## src/rtl/rxw_pkg.sv

```systemverilog
package rxw_pkg;

    localparam int CHAR_BITS = 9;

    typedef logic [CHAR_BITS-1:0] rx_char_t;

    typedef struct packed {
        logic ready;
        logic idle;
        logic overrun;
        logic noise;
        logic framing;
        logic parity;
    } rx_flags_t;

    function automatic logic maj3(input logic a, input logic b, input logic c);
        return (a & b) | (a & c) | (b & c);
    endfunction

endpackage

```

## src/rtl/rxw_line_sel.sv

```systemverilog
module rxw_line_sel #(
    parameter int SYNC_STAGES = 2
) (
    input  logic clk,
    input  logic rst_n,
    input  logic rxd_i,
    input  logic loop_txd_i,
    input  logic loop_en_i,
    output logic line_o
);
    logic [SYNC_STAGES-1:0] sync_d, sync_q;

    always_comb begin
        sync_d = SYNC_STAGES'({sync_q, rxd_i});
    end

    always_ff @(posedge clk or negedge rst_n) begin
        if (!rst_n) sync_q <= '1;
        else        sync_q <= sync_d;
    end

    // loop path is internal and already synchronous
    assign line_o = loop_en_i ? loop_txd_i : sync_q[SYNC_STAGES-1];
endmodule

```

## src/rtl/rxw_frame.sv

```systemverilog
module rxw_frame
    import rxw_pkg::*;
#(
    parameter int OVERSAMPLE = 16
) (
    input  logic     clk,
    input  logic     rst_n,
    input  logic     en_i,
    input  logic     tick_i,
    input  logic     line_i,
    input  logic     nine_bit_i,
    output logic     done_o,
    output rx_char_t char_o,
    output logic     stop_o,
    output logic     noise_o
);
    localparam int SUB_W = $clog2(OVERSAMPLE);
    localparam logic [SUB_W-1:0] S_LO  = SUB_W'(OVERSAMPLE / 2 - 1);
    localparam logic [SUB_W-1:0] S_MID = SUB_W'(OVERSAMPLE / 2);
    localparam logic [SUB_W-1:0] S_HI  = SUB_W'(OVERSAMPLE / 2 + 1);
    localparam logic [SUB_W-1:0] S_END = SUB_W'(OVERSAMPLE - 1);

    typedef struct packed {
        logic             busy;
        logic [SUB_W-1:0] sub;
        logic [3:0]       bitn;
        logic [1:0]       early;
        rx_char_t         shift;
        logic             noise;
        logic             done;
        rx_char_t         chr;
        logic             stop;
        logic             nz_out;
    } frame_t;

    frame_t st_d, st_q;
    logic   vote, nz;
    logic [3:0] stop_idx;

    always_comb begin
        st_d     = st_q;
        st_d.done = 1'b0;
        vote     = 1'b0;
        nz       = 1'b0;
        stop_idx = nine_bit_i ? 4'd10 : 4'd9;
        if (!en_i) begin
            st_d.busy = 1'b0;
        end else if (tick_i) begin
            if (!st_q.busy) begin
                if (!line_i) begin
                    st_d.busy  = 1'b1;
                    st_d.sub   = SUB_W'(1);
                    st_d.bitn  = 4'd0;
                    st_d.noise = 1'b0;
                end
            end else begin
                if (st_q.sub == S_LO)  st_d.early[0] = line_i;
                if (st_q.sub == S_MID) st_d.early[1] = line_i;
                if (st_q.sub == S_HI) begin
                    vote = maj3(st_q.early[0], st_q.early[1], line_i);
                    nz   = !((st_q.early[0] == st_q.early[1]) && (st_q.early[1] == line_i));
                    if (st_q.bitn == 4'd0) begin
                        if (vote) st_d.busy = 1'b0;    // false start
                        else      st_d.noise = nz;
                    end else if (st_q.bitn == stop_idx) begin
                        st_d.done   = 1'b1;
                        st_d.busy   = 1'b0;
                        st_d.stop   = vote;
                        st_d.nz_out = st_q.noise | nz;
                        st_d.chr    = nine_bit_i ? st_q.shift : {1'b0, st_q.shift[8:1]};
                    end else begin
                        st_d.shift = {vote, st_q.shift[8:1]};
                        st_d.noise = st_q.noise | nz;
                    end
                end
                if (st_q.sub == S_END) begin
                    st_d.sub  = '0;
                    st_d.bitn = st_q.bitn + 4'd1;
                end else begin
                    st_d.sub = st_q.sub + SUB_W'(1);
                end
            end
        end
    end

    always_ff @(posedge clk or negedge rst_n) begin
        if (!rst_n) st_q <= '0;
        else        st_q <= st_d;
    end

    assign done_o  = st_q.done;
    assign char_o  = st_q.chr;
    assign stop_o  = st_q.stop;
    assign noise_o = st_q.nz_out;
endmodule

```

## src/rtl/rxw_idle.sv

```systemverilog
module rxw_idle #(
    parameter int OVERSAMPLE = 16
) (
    input  logic clk,
    input  logic rst_n,
    input  logic en_i,
    input  logic tick_i,
    input  logic line_i,
    input  logic nine_bit_i,
    output logic idle_o
);
    localparam int CNT_W = $clog2(11 * OVERSAMPLE + 1);
    localparam logic [CNT_W-1:0] LIM8 = CNT_W'(10 * OVERSAMPLE);
    localparam logic [CNT_W-1:0] LIM9 = CNT_W'(11 * OVERSAMPLE);

    typedef struct packed {
        logic             armed;
        logic [CNT_W-1:0] cnt;
        logic             evt;
    } idle_t;

    idle_t st_d, st_q;
    logic [CNT_W-1:0] limit, nxt;

    always_comb begin
        st_d     = st_q;
        st_d.evt = 1'b0;
        limit    = nine_bit_i ? LIM9 : LIM8;
        nxt      = st_q.cnt + CNT_W'(1);
        if (!en_i) begin
            st_d.armed = 1'b0;
            st_d.cnt   = '0;
        end else if (tick_i) begin
            if (!line_i) begin
                st_d.armed = 1'b1;
                st_d.cnt   = '0;
            end else if (st_q.armed) begin
                if (nxt == limit) begin
                    st_d.evt   = 1'b1;
                    st_d.armed = 1'b0;
                    st_d.cnt   = '0;
                end else begin
                    st_d.cnt = nxt;
                end
            end
        end
    end

    always_ff @(posedge clk or negedge rst_n) begin
        if (!rst_n) st_q <= '0;
        else        st_q <= st_d;
    end

    assign idle_o = st_q.evt;
endmodule

```

## src/rtl/uart_rx_wake.sv

```systemverilog
module uart_rx_wake
    import rxw_pkg::*;
#(
    parameter int OVERSAMPLE  = 16,
    parameter int SYNC_STAGES = 2
) (
    input  logic       clk,
    input  logic       rst_n,
    input  logic       rxd_i,
    input  logic       loop_txd_i,
    input  logic       tick_i,
    input  logic       rx_en_i,
    input  logic       loop_en_i,
    input  logic       nine_bit_i,
    input  logic       parity_en_i,
    input  logic       parity_odd_i,
    input  logic       wake_req_i,
    input  logic       wake_sel_i,
    input  logic       status_clr_i,
    output logic [8:0] rx_data_o,
    output logic       rx_valid_o,
    output logic       standby_o,
    output logic       data_ready_o,
    output logic       idle_o,
    output logic       overrun_o,
    output logic       noise_o,
    output logic       frame_err_o,
    output logic       parity_err_o
);
    typedef struct packed {
        logic      standby;
        rx_char_t  data;
        rx_flags_t flg;
        logic      valid;
    } ctl_t;

    logic     line, done, stop_bit, chr_noise, idle_evt;
    rx_char_t chr;

    rxw_line_sel #(.SYNC_STAGES(SYNC_STAGES)) i_line (
        .clk(clk), .rst_n(rst_n), .rxd_i(rxd_i), .loop_txd_i(loop_txd_i),
        .loop_en_i(loop_en_i), .line_o(line)
    );

    rxw_frame #(.OVERSAMPLE(OVERSAMPLE)) i_frame (
        .clk(clk), .rst_n(rst_n), .en_i(rx_en_i), .tick_i(tick_i), .line_i(line),
        .nine_bit_i(nine_bit_i), .done_o(done), .char_o(chr), .stop_o(stop_bit),
        .noise_o(chr_noise)
    );

    rxw_idle #(.OVERSAMPLE(OVERSAMPLE)) i_idle (
        .clk(clk), .rst_n(rst_n), .en_i(rx_en_i), .tick_i(tick_i), .line_i(line),
        .nine_bit_i(nine_bit_i), .idle_o(idle_evt)
    );

    ctl_t ctl_d, ctl_q;
    logic top_bit, accept;

    always_comb begin
        ctl_d       = ctl_q;
        ctl_d.valid = 1'b0;
        top_bit     = nine_bit_i ? chr[8] : chr[7];
        accept      = !ctl_q.standby || (wake_sel_i && top_bit);
        if (status_clr_i) ctl_d.flg = '0;
        if (rx_en_i) begin
            if (idle_evt) begin
                if (ctl_q.standby) begin
                    if (!wake_sel_i) ctl_d.standby = 1'b0;
                end else begin
                    ctl_d.flg.idle = 1'b1;
                end
            end
            if (done && accept) begin
                ctl_d.standby = 1'b0;
                if (ctl_d.flg.ready) begin
                    ctl_d.flg.overrun = 1'b1;
                end else begin
                    ctl_d.data        = chr;
                    ctl_d.flg.ready   = 1'b1;
                    ctl_d.valid       = 1'b1;
                    ctl_d.flg.framing = ctl_d.flg.framing | !stop_bit;
                    ctl_d.flg.noise   = ctl_d.flg.noise | chr_noise;
                    ctl_d.flg.parity  = ctl_d.flg.parity
                                      | (parity_en_i & ((^chr) ^ parity_odd_i));
                end
            end
            if (wake_req_i) ctl_d.standby = 1'b1;
        end
    end

    always_ff @(posedge clk or negedge rst_n) begin
        if (!rst_n) ctl_q <= '0;
        else        ctl_q <= ctl_d;
    end

    assign rx_data_o    = ctl_q.data;
    assign rx_valid_o   = ctl_q.valid;
    assign standby_o    = ctl_q.standby;
    assign data_ready_o = ctl_q.flg.ready;
    assign idle_o       = ctl_q.flg.idle;
    assign overrun_o    = ctl_q.flg.overrun;
    assign noise_o      = ctl_q.flg.noise;
    assign frame_err_o  = ctl_q.flg.framing;
    assign parity_err_o = ctl_q.flg.parity;
endmodule

```

## config.mk

```make
export PLATFORM = sky130hd
export DESIGN_NAME = uart_rx_wake
export DESIGN_NICKNAME = d
export VERILOG_FILES = /design/src/rtl/rxw_pkg.sv /design/src/rtl/rxw_line_sel.sv /design/src/rtl/rxw_frame.sv /design/src/rtl/rxw_idle.sv /design/src/rtl/uart_rx_wake.sv
export SDC_FILE = /design/constraint.sdc
export NUM_CORES = 1
export LEC_CHECK = 0
export BUFFER_PORTS_ARGS = -buffer_cell sky130_fd_sc_hd__buf_4
export CAP_MARGIN = 30
export CELL_PAD_IN_SITES_DETAIL_PLACEMENT = 0
export CELL_PAD_IN_SITES_GLOBAL_PLACEMENT = 1
export CORE_AREA = 2 2 90 92
export DETAILED_ROUTE_END_ITERATION = 10
export DIE_AREA = 0 0 92 94
export GPL_TIMING_DRIVEN = 0
export PLACE_DENSITY = 0.85
export SETUP_SLACK_MARGIN = 0.4
export SKIP_LAST_GASP = 1
export SYNTH_ARGS = -nofsm -noshare
export SYNTH_HDL_FRONTEND = slang
export SYNTH_SLANG_ARGS = --single-unit
```

## constraint.sdc

```tcl
create_clock -name clk -period 1.7 [get_ports clk]
set_input_delay 0.085 -clock clk [delete_from_list [all_inputs] [get_ports clk]]
set_output_delay 0.085 -clock clk [all_outputs]
set_load 0.01 [all_outputs]
```

# Word level (Yosys, flattened, before mapping)
# Index checks and enable logic that the tools add are counted.
[op_classes]
reduce_logical = 20
n_addsub = 3
eq_ne = 15
bitwise = 14
muxes = 51
[op_table]
columns = ["cell", "n"]
rows = [
  ["two-way mux 9 bit", 6],
  ["two-way mux 12 bit", 4],
  ["two-way mux 10 bit", 4],
  ["two-way mux 33 bit", 1],
  ["two-way mux 1 bit", 24],
  ["two-way mux 11 bit", 2],
  ["two-way mux 22 bit", 1],
  ["AND reduction 6 bit", 3],
  ["equality test 4 bit, second input constant", 3],
  ["two-way mux 4 bit", 3],
  ["AND reduction 4 bit", 3],
  ["two-way mux 5 bit", 2],
  ["parity 9 bit", 1],
  ["adder 4 x 1 -> 4 bit, second input constant", 2],
  ["adder 8 x 1 -> 8 bit, second input constant", 1],
  ["equality test 8 bit", 1],
  ["two-way mux 8 bit", 1],
  ["inequality test 2 bit, second input constant", 4],
  ["two-way mux 7 bit", 1],
  ["two-way mux 6 bit", 1],
  ["inequality test 3 bit, second input constant", 2],
  ["OR 1 bit", 6],
  ["AND reduction 3 bit", 2],
  ["bitwise AND 1 bit", 4],
  ["other kinds (13)", 21],
]
[word_totals]
elab_cells = 127
reg_bits = 62
output_inout_bits = 17

# Logic depth before layout (Yosys ltp)
# Gate-level depths: netlist (run 1).
[depth]
ltp_word = 11
depth_mapped = 9

# Modules after synthesis
# Synthesis (run 1) repeated with hierarchy kept, for this count alone.
[unflattened]
cells_unflattened = 291
hier_area_um2 = 3246.9
[modules_own_cells]
columns = ["module", "n_inst", "cells_per_inst", "area_per_inst_um2"]
rows = [
  ["rxw_frame", 1, 160, 1702.9],
  ["uart_rx_wake", 1, 56, 805.8],
  ["rxw_idle", 1, 72, 670.6],
  ["rxw_line_sel", 1, 3, 67.6],
]

# Worst setup path after synthesis (run 1)
# No wires, ideal clock.
[synth_path]
path_kind = "reg2reg"
start = "register i_line.sync_q[1]"
end = "register i_frame.st_q[12] (netlist name)"
synth_period_minus_slack_ps = 1644
path_slack_ps = 56
arrival_ps = 1522
path_stages_with_launch = 8
path_buffers = 0
cell_sequence = "dfstp_2 mux2i_4 inv_2 ha_1 a211oi_4 and3_1 o21ai_1 a32o_1"
[synth_via]
elab_chain_cells = 9
[synth_rtl]
columns = ["item", "line_no", "text"]
rows = [
  ["start, declared", "rxw_line_sel.sv:11", "logic [SYNC_STAGES-1:0] sync_d, sync_q;"],
  ["start signal, assigned", "rxw_line_sel.sv:19", "else sync_q <= sync_d;"],
  ["two-way mux 1 bit *", "rxw_line_sel.sv:23", "assign line_o = loop_en_i ? loop_txd_i : sync_q[SYNC_STAGES-1];"],
  ["net i_frame.line_i", "rxw_frame.sv:10", "input logic line_i,"],
  ["equality test 1 bit", "rxw_frame.sv:61", "nz = !((st_q.early[0] == st_q.early[1]) && (st_q.early[1] == line_i));"],
  ["logical AND 1 bit", "rxw_frame.sv:61", ""],
  ["logical NOT 1 bit", "rxw_frame.sv:61", ""],
  ["OR 1 bit", "rxw_frame.sv:73", "st_d.noise = st_q.noise | nz;"],
  ["two-way mux 10 bit", "rxw_frame.sv:65", "end else if (st_q.bitn == stop_idx) begin"],
  ["two-way mux 1 bit", "rxw_frame.sv:62", "if (st_q.bitn == 4'd0) begin"],
  ["two-way mux 22 bit", "rxw_frame.sv:59", "if (st_q.sub == S_HI) begin"],
  ["two-way mux 1 bit", "rxw_frame.sv:49", "if (!st_q.busy) begin"],
  ["end signal, assigned", "rxw_frame.sv:88", "else st_q <= st_d;"],
  ["end, declared", "rxw_frame.sv:36", "frame_t st_d, st_q;"],
]
# Mark *: on every way through the listed nets, which the timed path passes. The rest lies on a longest branch. The select of a mux whose other input is x is not followed.
# A chain may end at the register's enable or synchronous reset.

# Worst setup path after layout (run 1)
[layout_path]
start = "register i_frame.st_q[29] (netlist name)"
end = "register i_frame.st_q[13] (netlist name)"
[layout_via]
elab_chain_cells = 2
[layout_rtl]
columns = ["item", "line_no"]
rows = [
  ["equality test 4 bit", "rxw_frame.sv:59"],
  ["AND reduction 6 bit (no source line)", "-"],
]
# Every way passes these cells.

==> results.yml, run 1 <==
run_status:
  status: "completed"
critical_path:
  cp_max_fo: 7
  reg2reg_depth: 7
  reg2reg_from: "i_frame.st_q[29]$_DFFE_PN0P_"
  r2r_end: "i_frame.st_q[13]$_DFFE_PN0P_"
  worst_setup_path_start_kind: "flop"
  r2r_slack_ps: 50
  crit_arrival_ps: 1880
  worstPathRequired_ps: 1930
  cp-end-kind: "flop"
  critPathKind: "flop to flop"
clocking:
  htree_levels: 3
  clockBufferDepth: 2
  cts_tree: "built"
  clk_pin_slew_ps: 80
  cts_sinks: 62
  clk_latency_ps: 350
  cts_root_buf: "clkbuf_8"
  cts_buffers: 9
place:
  place_area_sq_um: 3600
  hpwl_microns: 4080
  gp_congestion: 0.747
  dp_cells: 417
  io_buffer_count: 29
synthesis:
  synth_flop_cell: "dfrtp_1"
  synth_cell_types: 50
  synth_edf_count: 0
  ys_seq_area_share_pct: 49.9
  syn_nets: 307
  ys_async_sr_fraction_pct: 100
  synthCells: 286
  synth-seq-cells: 62
  netlist_area_sq_um: 3110
  synth.avg_cell_area_sq_um: 10.9
  yosys_warnings: 0
hold_path:
  hold_path.class: "primary input to flop"
  min_to: "i_idle.st_q[9]$_DFFE_PN0P_"
  hold_path_depth: 3
  min_from: "rx_en_i"
finish:
  syn_to_final_growth_pct: 47.8
  n_fill_cell: 581
  register_area_sq_um: 1560
  drive_gt1_share_pct: 50.7
  finalNonFillerCells: 477
  num_antenna_cells: 0
  layout.nets: 391
  layout_commonest_cell: "buf_4"
  final_core_util_pct: 60.5
  final_cell_mix: "buf_4, dfrtp_1, nand2_1"
  multiInputGateArea_sq_um: 1900
  stdcell_area_sq_um: 4600
route:
  routed_wl_microns: 7400
  first_iter_violations: 125
  met1_length_microns: 3370
  vias_per_cell: 5.30
  ant_nets: 0
  wl_per_cell_microns: 15.5
  routed-wl-met2_microns: 3670
  num_vias: 2529
  top_layer_used: "met4"
  drt_first_pass_iters: 4
  met3_length_microns: 208
  drc_errors: 0
floorplanning:
  io_pins: 30
  rows: 32
  dieArea_sq_um: 8650
  die_w_microns: 92
  die_height_microns: 94
  core_area_sq_um: 7610
  start_util_pct: 40.9
global_routing:
  grt_max_degree: 63
  grt_pass1_wl_microns: 11900
  grt_pass1_vias: 2446
  antenna_found_initial: 0
  grt_usage_pct: 17.8
  grt_overflow: 0
timing:
  finalCritPeriodShare_pct: 97.2
  finalHoldViolCount: 0
  setup_tns_ps: 0
  rsz0062_at_grt: "yes"
  fmax_mhz: 605
  skew_ps: 6.77
  tightest_slew_ps: 801
  finalCriticalPeriod_ps: 1650
  setup-violations-final: 0
  slew_violations: 0
  maxSlewHeadroom_pct: 46.6
run:
  timing.max_cap.violations: 0
power_and_ir_drop:
  power_density_nw_per_um2: 829
  p_leak_nw: 2.09
  ir_drop_mv: 0.357
  power.total_mw: 3.82
-- sequential cells by signal, summed over array words and instances (netlist names), 2 cells and up --
signal and count:
i_line.sync_q 2, i_idle.st_q 9, i_frame.char_o 9, rx_data_o 9
i_frame.st_q 21
-- cell usage after synthesis (all sizes together) (2+ instances only) --
| cell type | n | area share [%] |
|---|---|---|
| a21oi | 14 | 2.5 |
| nand3 | 11 | 1.8 |
| xor2 | 3 | 0.84 |
| and2 | 5 | 1.1 |
| o21ai | 26 | 4.5 |
| a22oi | 2 | 0.48 |
| a31oi | 5 | 1.0 |
| nand2 | 28 | 3.4 |
| mux2 | 18 | 7.2 |
| xnor2 | 9 | 3.1 |
| a22o | 8 | 2.2 |
| dfstp | 2 | 1.7 |
| clkbuf | 3 | 0.36 |
| a32o | 3 | 0.96 |
| and3 | 6 | 1.2 |
| nor3 | 4 | 0.64 |
| dfrtp | 60 | 48 |
| nor2b | 2 | 0.40 |
| buf | 9 | 1.9 |
| inv | 8 | 0.96 |
| ha | 8 | 3.2 |
| nor2 | 24 | 3.0 |
| mux2i | 11 | 3.9 |
| nand4b | 2 | 0.56 |
| nand4 | 3 | 1.1 |
-- report_power, final --
part           switching [mW]  internal (mW)
logic                   0.304          0.308
registers              0.0724           1.53
clock network           0.625          0.978
-- worst max path at each step --
stage,endpoint,startpoint,cells after the start
after floorplan,i_frame.st_q[12]$_DFFE_PN0P_,i_line.sync_q[1]$_DFF_PN1_,8
after global placement,i_frame.st_q[18]$_DFFE_PN0P_,i_frame.st_q[29]$_DFFE_PN0P_,6
after detailed placement,i_frame.st_q[12]$_DFFE_PN0P_,i_line.sync_q[1]$_DFF_PN1_,8
after CTS,i_frame.st_q[12]$_DFFE_PN0P_,i_line.sync_q[1]$_DFF_PN1_,8
after global routing,i_frame.stop_o$_DFFE_PN0P_,i_frame.st_q[29]$_DFFE_PN0P_,9
final,i_frame.st_q[13]$_DFFE_PN0P_,i_frame.st_q[29]$_DFFE_PN0P_,7
-- worst max-delay path, stage by stage, from the launching register on --
cell and delay, ps:
dfrtp_1 400, inv_2 90, ha_4 110, and4b_1 200, buf_6 140, buf_4 120, nand4_4 140, mux2_4 340
-- layer usage --
metal | global-route usage, % | up-vias
met1 | 22.5 | 1272
met2 | 29.8 | 40
met4 | 7.84 | 0
met3 | 3.21 | 14
li1 | - | 1203
met5 | 0 | -
-- repair_timing --
action                                  in CTS  in global routing
pin swaps                                   14                 22
setup buffers                               27                  7
hold buffers                                 6                  0
gates cloned                                 4                  0
endpoints found under the hold margin       66                  0
gates resized for setup                     49                 48
endpoints found under the setup margin      53                 55
-- kinds of logic after synthesis --
logic type | count (synthesis) | share of synthesized area (%)
fa+ha+maj | 8 | 3.21
flops | 62 | 49.9
simple gates | 91 | 14.8
mux | 29 | 11.2
compound gates | 64 | 13.7
xor+xnor | 12 | 3.98
buf+inv | 20 | 3.25
-- metrics by stage --
stage | setup slack (ps) | hold WS [ps]
6_report | 47.3 | 29.5
4_1_cts | 71.6 | 14.4
2_1_floorplan | 87.7 | -211
5_1_grt | -5.91 | 37.3
3_5_place_dp | -32.4 | 195
3_3_place_gp | -13.0 | 193
-- cell type report --
cell class,count,area share (%)
well taps,102,2.77
multi-input cells,205,41.2
clock buffers,9,2.69
clock inverters,7,2.66
repair buffers,72,13.4
inverters,8,0.707
flip-flops and latches,62,33.9
plain buffers,12,2.66
(Power assumes the default switching activity.)
==> run 2, diff against run 1 <==
- PLACE_DENSITY: 0.85 -> 0.87
- SYNTH_HIERARCHICAL: not set -> 1
==> run 2 against run 1 <==
The run now ends with setup timing left. Clock-buffer cell count is 2 higher. Global-route usage is 0.42 points higher. Clock power is 16% lower. Fmax is 13% lower. Total power is 1.8% higher. Sequential share of layout area is 0.75 points lower. Critical path depth is 1 lower. Synthesized area is 4.3% higher. Setup slack worse by 240 ps. First-iteration DRC count is 8.8% lower. Sequential cell count stayed put.
==> results.yml, run 2 <==
synthesis:
  synth_top_area_share_pct: 46.2
  yosys_warnings: 6
  netlist_area_sq_um: 3250
  synthXorXnorAreaFrac_pct: 3.12
  ys_seq_area_share_pct: 47.9
  synth_top_cells_by_area: "dfrtp_1, mux2_2, mux2_4"
  synth.area.mux_share_pct: 11.6
  synth_cell_types: 60
  synthMostInstantiatedCell: "dfrtp_1"
  synth-seq-cells: 62
  synthCells: 291
  ys_async_sr_fraction_pct: 100
  synth_compound_area_share_pct: 13.7
  synth_flop_cell: "dfrtp_1"
  syn_nets: 312
  synth_area_leader_cell: "dfrtp_1"
  synthAdderAreaFrac_pct: 3.08
  synth_top_family_by_area: "simple AND/OR/NAND/NOR gates"
  synth_commonest_cells: "dfrtp_1, nand2_1, nor2_1, nand3_1, o21ai_0"
  synth.avg_cell_area_sq_um: 11.2
  synth_edf_count: 0
  yosys.area_share.simple_pct: 15.3
hold_path:
  min_from: "parity_en_i"
  hold_path_depth: 3
  min_to: "parity_err_o$_DFF_PN0_"
  hold_path.class: "primary input to flop"
finish:
  layout_commonest_cell: "buf_4"
  n_fill_cell: 574
  final_cell_mix: "buf_4, dfrtp_1, buf_6"
  final_core_util_pct: 61.9
  drive_gt1_share_pct: 52.2
  largest_register: "i_frame/st_q"
  finalNonFillerCells: 483
  num_antenna_cells: 0
  syn_to_final_growth_pct: 45.0
  largest_reg_flops: 21
  layout.nets: 397
floorplanning:
  rows: 32
  die_height_microns: 94
  io_pins: 30
  start_util_pct: 42.7
  core_area_sq_um: 7610
  dieArea_sq_um: 8650
  die_w_microns: 92
timing:
  slew_violations: 0
  skew_ps: 9.09
  rsz0062_at_grt: "yes"
  finalCriticalPeriod_ps: 1890
  setup-violations-final: 6
  fmax_mhz: 529
  fin_ws_ps: -189
  finalHoldViolCount: 0
  maxSlewHeadroom_pct: 47.3
  finalCritPeriodShare_pct: 111
  tightest_slew_ps: 791
critical_path:
  crit_arrival_ps: 2110
  r2r_end: "i_idle/st_q[5]$_DFFE_PN0P_"
  cp_max_fo: 4
  r2r_slack_ps: -190
  critPathKind: "flop to flop"
  worstPathRequired_ps: 1920
  reg2reg_depth: 6
  worst_setup_path_start_kind: "flop"
  reg2reg_from: "i_idle/st_q[4]$_DFFE_PN0P_"
  cp-end-kind: "flop"
power_and_ir_drop:
  power_density_nw_per_um2: 826
  ir_drop_mv: 0.373
  cell_internal_pwr_mw: 2.77
  power_switching_mw: 1.12
  p_sw_share_pct: 28.8
  pwr-share-clk_pct: 34.7
  combPwrFrac_pct: 20.2
  p_leak_nw: 2.25
  power.total_mw: 3.89
  pwr-share-seq_pct: 45.0
clocking:
  clockBufferDepth: 2
  clk_latency_ps: 340
  clk_pin_slew_ps: 70
  cts_root_buf: "clkbuf_8"
  cts_tree: "built"
  cts_buffers: 9
  htree_levels: 3
  cts_sinks: 62
route:
  first_iter_violations: 114
  drc_errors: 0
  vias_per_cell: 5.38
  routed_wl_microns: 7870
  drt_first_pass_iters: 4
  wl_per_cell_microns: 16.3
  ant_nets: 0
  num_vias: 2597
place:
  io_buffer_count: 29
  gp_congestion: 0.733
  dp_cells: 422
  pre_cts_ws_ps: -164
  hpwl_microns: 4290
global_routing:
  grt_pass1_wl_microns: 12300
  grt_usage_pct: 18.2
  grt_pass1_vias: 2641
  grt_max_degree: 63
  antenna_found_initial: 0
  grt_overflow: 0
run:
  timing.max_cap.violations: 0
run_status:
  status: "finished, violations left"
  violations: "setup timing"
[run 2: cell types whose count changed in the layout (fill, tap and decap cells not counted), sizes merged, moves of 7 or more]
cell   before  now
nor2       24   17
o21ai      26   18
nand2      28   19
nand3      11   19
buf        77   87
[run 2: worst max path at each step]
stage,start,endpoint,slack [ps],cells after the start
finish,i_idle/st_q[4]$_DFFE_PN0P_,i_idle/st_q[5]$_DFFE_PN0P_,-190,6
global route,i_idle/st_q[2]$_DFFE_PN0P_,i_idle/st_q[5]$_DFFE_PN0P_,-230,6
CTS,i_idle/st_q[5]$_DFFE_PN0P_,i_idle/st_q[5]$_DFFE_PN0P_,-120,6
detailed placement,i_idle/st_q[3]$_DFFE_PN0P_,i_idle/st_q[5]$_DFFE_PN0P_,-160,5
global placement,i_idle/st_q[1]$_DFFE_PN0P_,i_idle/st_q[5]$_DFFE_PN0P_,-140,6
floorplan,i_idle/st_q[4]$_DFFE_PN0P_,i_idle/st_q[5]$_DFFE_PN0P_,20,6
[run 2: cell families after synthesis]
family          Yosys count
xor+xnor                 10
fa+ha+maj                 8
flops                    62
compound gates           60
simple gates             89
buf+inv                  30
mux                      32
[run 2: layout make-up]
cell class                      count  area, sq um  share of cell area, %
Inverter                           12         45.0                  0.957
Sequential cell                    62         1560                   33.1
Tap cell                          102          128                   2.71
Buffer                             18          174                   3.69
Timing Repair Buffer               73          663                   14.1
Clock inverter                      5         57.6                   1.22
Clock buffer                       11          151                   3.22
Multi-Input combinational cell    200         1930                   41.0
[run 2: critical path: stages (launching register included)]
cell and delay, ps:
dfrtp_1 400, buf_4 130, nand4_1 150, or3_4 440
a21oi_4 170, a31oi_4 130, a221o_1 340
[run 2: power groups by stage]
stage,sequential (mW),clock [mW],combinational [mW]
2_1_floorplan,1.72,0,0.409
3_5_place_dp,1.75,0,0.537
6_report,1.75,1.35,0.786
5_1_grt,1.77,1.46,0.865
3_3_place_gp,1.74,0,0.524
4_1_cts,1.73,1.38,0.707
[run 2: per-layer routing]
| layer | wire [microns] | track usage, % |
|---|---|---|
| met2 | 4100 | 31.3 |
| met4 | 177 | 8.21 |
| met3 | 239 | 3.93 |
| met5 | 0 | 0 |
| met1 | 3360 | 21.8 |
[run 2: stage by stage]
stage | setup TNS (ps) | area, sq um | hold slack, ps
2_1_floorplan | 0 | 3370 | -211
3_3_place_gp | -376 | 3710 | 194
3_5_place_dp | -511 | 3710 | 194
4_1_cts | -269 | 4460 | 11.3
5_1_grt | -1120 | 4710 | 37.9
6_report | -722 | 4710 | 27.8
[run 2: what timing repair did]
action | in CTS | in global routing
cloned | 4 | 0
hold buffers | 4 | 0
buffers inserted | 28 | 9
endpoints found under the setup margin | 51 | 57
endpoints found under the hold margin | 64 | 0
pin swaps | 20 | 15
resized for setup | 55 | 45
==> run 3, diff against run 2 <==
- ABC_AREA: not set -> 1
- CORE_AREA: 2 2 90 92 -> 2 2 100 92
- DIE_AREA: 0 0 92 94 -> 0 0 102 94
- PLACE_DENSITY: 0.87 -> 0.86
==> run 3 against run 2 <==
Register-to-register slack gained 380 ps. Clock-buffer cell count shrank 2. Via count grew 12%. Synthesized area grew 2.3%. Highest routed layer unchanged. The flow now finishes without violations.
==> results.yml, run 3 <==
timing:
  maxSlewHeadroom_pct: 47.1
  setup-violations-final: 0
  slew_violations: 0
  setup_tns_ps: 0
  fmax_mhz: 665
  rsz0062_at_grt: "yes"
  finalHoldViolCount: 0
  fin_ws_ps: 196
  finalCriticalPeriod_ps: 1500
  tightest_slew_ps: 794
  whs_ps: 27.3
  finalCritPeriodShare_pct: 88.5
  skew_ps: 10.6
clocking:
  cts_tree: "built"
  cts_sinks: 62
  clk_latency_ps: 340
  clk_pin_slew_ps: 80
  clockBufferDepth: 2
  cts_buffers: 9
  cts_root_buf: "clkbuf_8"
  htree_levels: 3
run:
  timing.max_cap.violations: 0
route:
  num_vias: 2917
  drc_errors: 0
  wl_per_cell_microns: 12.2
  ant_nets: 0
  routed_wl_microns: 7660
  vias_per_cell: 4.66
  drt_first_pass_iters: 4
  first_iter_violations: 112
floorplanning:
  dieArea_sq_um: 9590
  die_height_microns: 94
  io_pins: 30
  core_area_sq_um: 8490
  start_util_pct: 39.1
  rows: 32
  die_w_microns: 102
finish:
  drive_gt1_share_pct: 44.8
  num_antenna_cells: 0
  largest_reg_flops: 21
  final_cell_mix: "nand2_1, dfrtp_1, buf_4"
  syn_to_final_growth_pct: 43.2
  largest_register: "i_frame/st_q"
  layout.nets: 523
  layout_commonest_cell: "nand2_1"
critical_path:
  critPathCapture: "i_idle/st_q[5]$_DFFE_PN0P_"
  r2r_slack_ps: 200
  worst_setup_path_start_kind: "flop"
  reg2reg_depth: 10
  cp-startpoint: "i_idle/st_q[1]$_DFFE_PN0P_"
  worstPathRequired_ps: 1930
  cp_slowest_cell: "dfrtp_1"
  crit_arrival_ps: 1730
  crit_path_max_incr_delay_ps: 420
  path_cells: "ha_4 > nand2_4 > nor2_4 > nand2_1 > nand2_1 > nand2_2 > nor2_4 > nand3_4 > nand2_4 > o21ai_2"
  r2r_end: "i_idle/st_q[5]$_DFFE_PN0P_"
  critPathKind: "flop to flop"
  cp-end-kind: "flop"
  cp_max_fo: 4
  reg2reg_from: "i_idle/st_q[1]$_DFFE_PN0P_"
synthesis:
  synth_flop_cell: "dfrtp_1"
  synth_commonest_cells: "nand2_1, inv_1, dfrtp_1, o21ai_0, nand3_1"
  synth_edf_count: 0
  yosys_warnings: 6
  synth_top_area_share_pct: 45.2
  synth_cell_types: 32
  synthMostInstantiatedCell: "nand2_1"
  synth.avg_cell_area_sq_um: 7.91
  synth-seq-cells: 62
  syn_nets: 441
  synthCells: 420
  netlist_area_sq_um: 3320
  synth_area_leader_cell: "dfrtp_1"
  synth_top_cells_by_area: "dfrtp_1, nand2_1, inv_1"
  ys_seq_area_share_pct: 46.8
  ys_async_sr_fraction_pct: 100
global_routing:
  grt_max_degree: 63
  antenna_found_initial: 0
  grt_overflow: 0
  grt_pass1_wl_microns: 12800
  grt_usage_pct: 17.0
  grt_pass1_vias: 2873
place:
  pre_cts_ws_ps: 124
  io_buffer_count: 29
  hpwl_microns: 4700
  gp_congestion: 0.819
hold_path:
  hold_path.class: "primary input to flop"
  min_from: "wake_sel_i"
power_and_ir_drop:
  p_leak_nw: 2.32
  power_density_nw_per_um2: 721
  ir_drop_mv: 0.371
run_status:
  status: "completed"
run 3: cell types whose count changed in the layout (fill, tap and decap cells not counted), moves of 10 or more:
cell / before / now
nand2_1: 15 / 96
inv_1: 9 / 46
nand2_2: 3 / 32
mux2_4: 20 / 0
o21ai_2: 1 / 17
nand2_4: 1 / 16
mux2i_1: 10 / 0
run 3: through the flow:
stage	utilization (%)	total power, mW	instances	area [sq um]
after global placement	44.3	2.06	568	3760
after floorplan	-	1.94	420	3390
after global routing	56.0	3.61	626	4750
after detailed placement	44.3	2.07	568	3760
final	56.0	3.43	626	4750
after CTS	50.4	3.29	611	4280
run 3: report_power, final:
| group | total [mW] | switching, mW | internal [mW] |
|---|---|---|---|
| sequential | 1.63 | 0.0767 | 1.55 |
| clock | 1.12 | 0.599 | 0.517 |
| combinational | 0.685 | 0.382 | 0.303 |
| total | 3.43 | 1.06 | 2.37 |
run 3: worst max-delay path, delay by kind of cell (launching register included):
family | cells | cell delay, ps
DFF | 1 | 420
adders and majority gates | 1 | 180
AOI/OAI and AO/OA | 1 | 60
and+or+nand+nor | 8 | 720
run 3: cells by family (layout without fill, tap and decap cells):
family          Yosys count  after routing  share of synthesized area, %
simple gates            203            203                          26.8
fa+ha+maj                 8              8                          3.01
buf+inv                  78            164                          10.5
flops                    62             62                          46.8
xor+xnor                  3              3                         0.791
compound gates           66             67                          12.1
run 3: how the worst min path moves through the flow:
stage                            endpoint  cells past startpoint  slack (ps)
2_1_floorplan      data_ready_o$_DFF_PN0_                      0        -210
3_3_place_gp   i_line/sync_q[0]$_DFF_PN1_                      1         190
3_5_place_dp   i_line/sync_q[0]$_DFF_PN1_                      1         200
4_1_cts             standby_o$_DFFE_PN0P_                      3           5
5_1_grt             standby_o$_DFFE_PN0P_                      3          30
6_report            standby_o$_DFFE_PN0P_                      3          30
run 3: repair_timing:
| item | 4_1_cts | 5_1_grt |
|---|---|---|
| pin swaps | 19 | 32 |
| setup buffers | 18 | 15 |
| endpoints found under the hold margin | 63 | 0 |
| endpoints found under the setup margin | 51 | 57 |
| hold buffers | 4 | 0 |
| resized for setup | 46 | 118 |
| gates cloned | 5 | 0 |
run 3: cell type report:
class,instances,area [sq um]
multi-input combinational,281,1850
fill,743,3730
timing repair buffer,70,626
sequential,62,1560
tap,119,149
inverter,63,259
clock inverter,7,41.3
buffer,15,150
clock buffer,9,124
run 3: routing by layer:
metal	routed length [microns]	vias up	track usage (%)
met3	197	16	2.60
met4	174	0	7.33
met5	0	-	0
li1	-	1481	-
met1	3510	1369	21.6
met2	3770	51	28.5
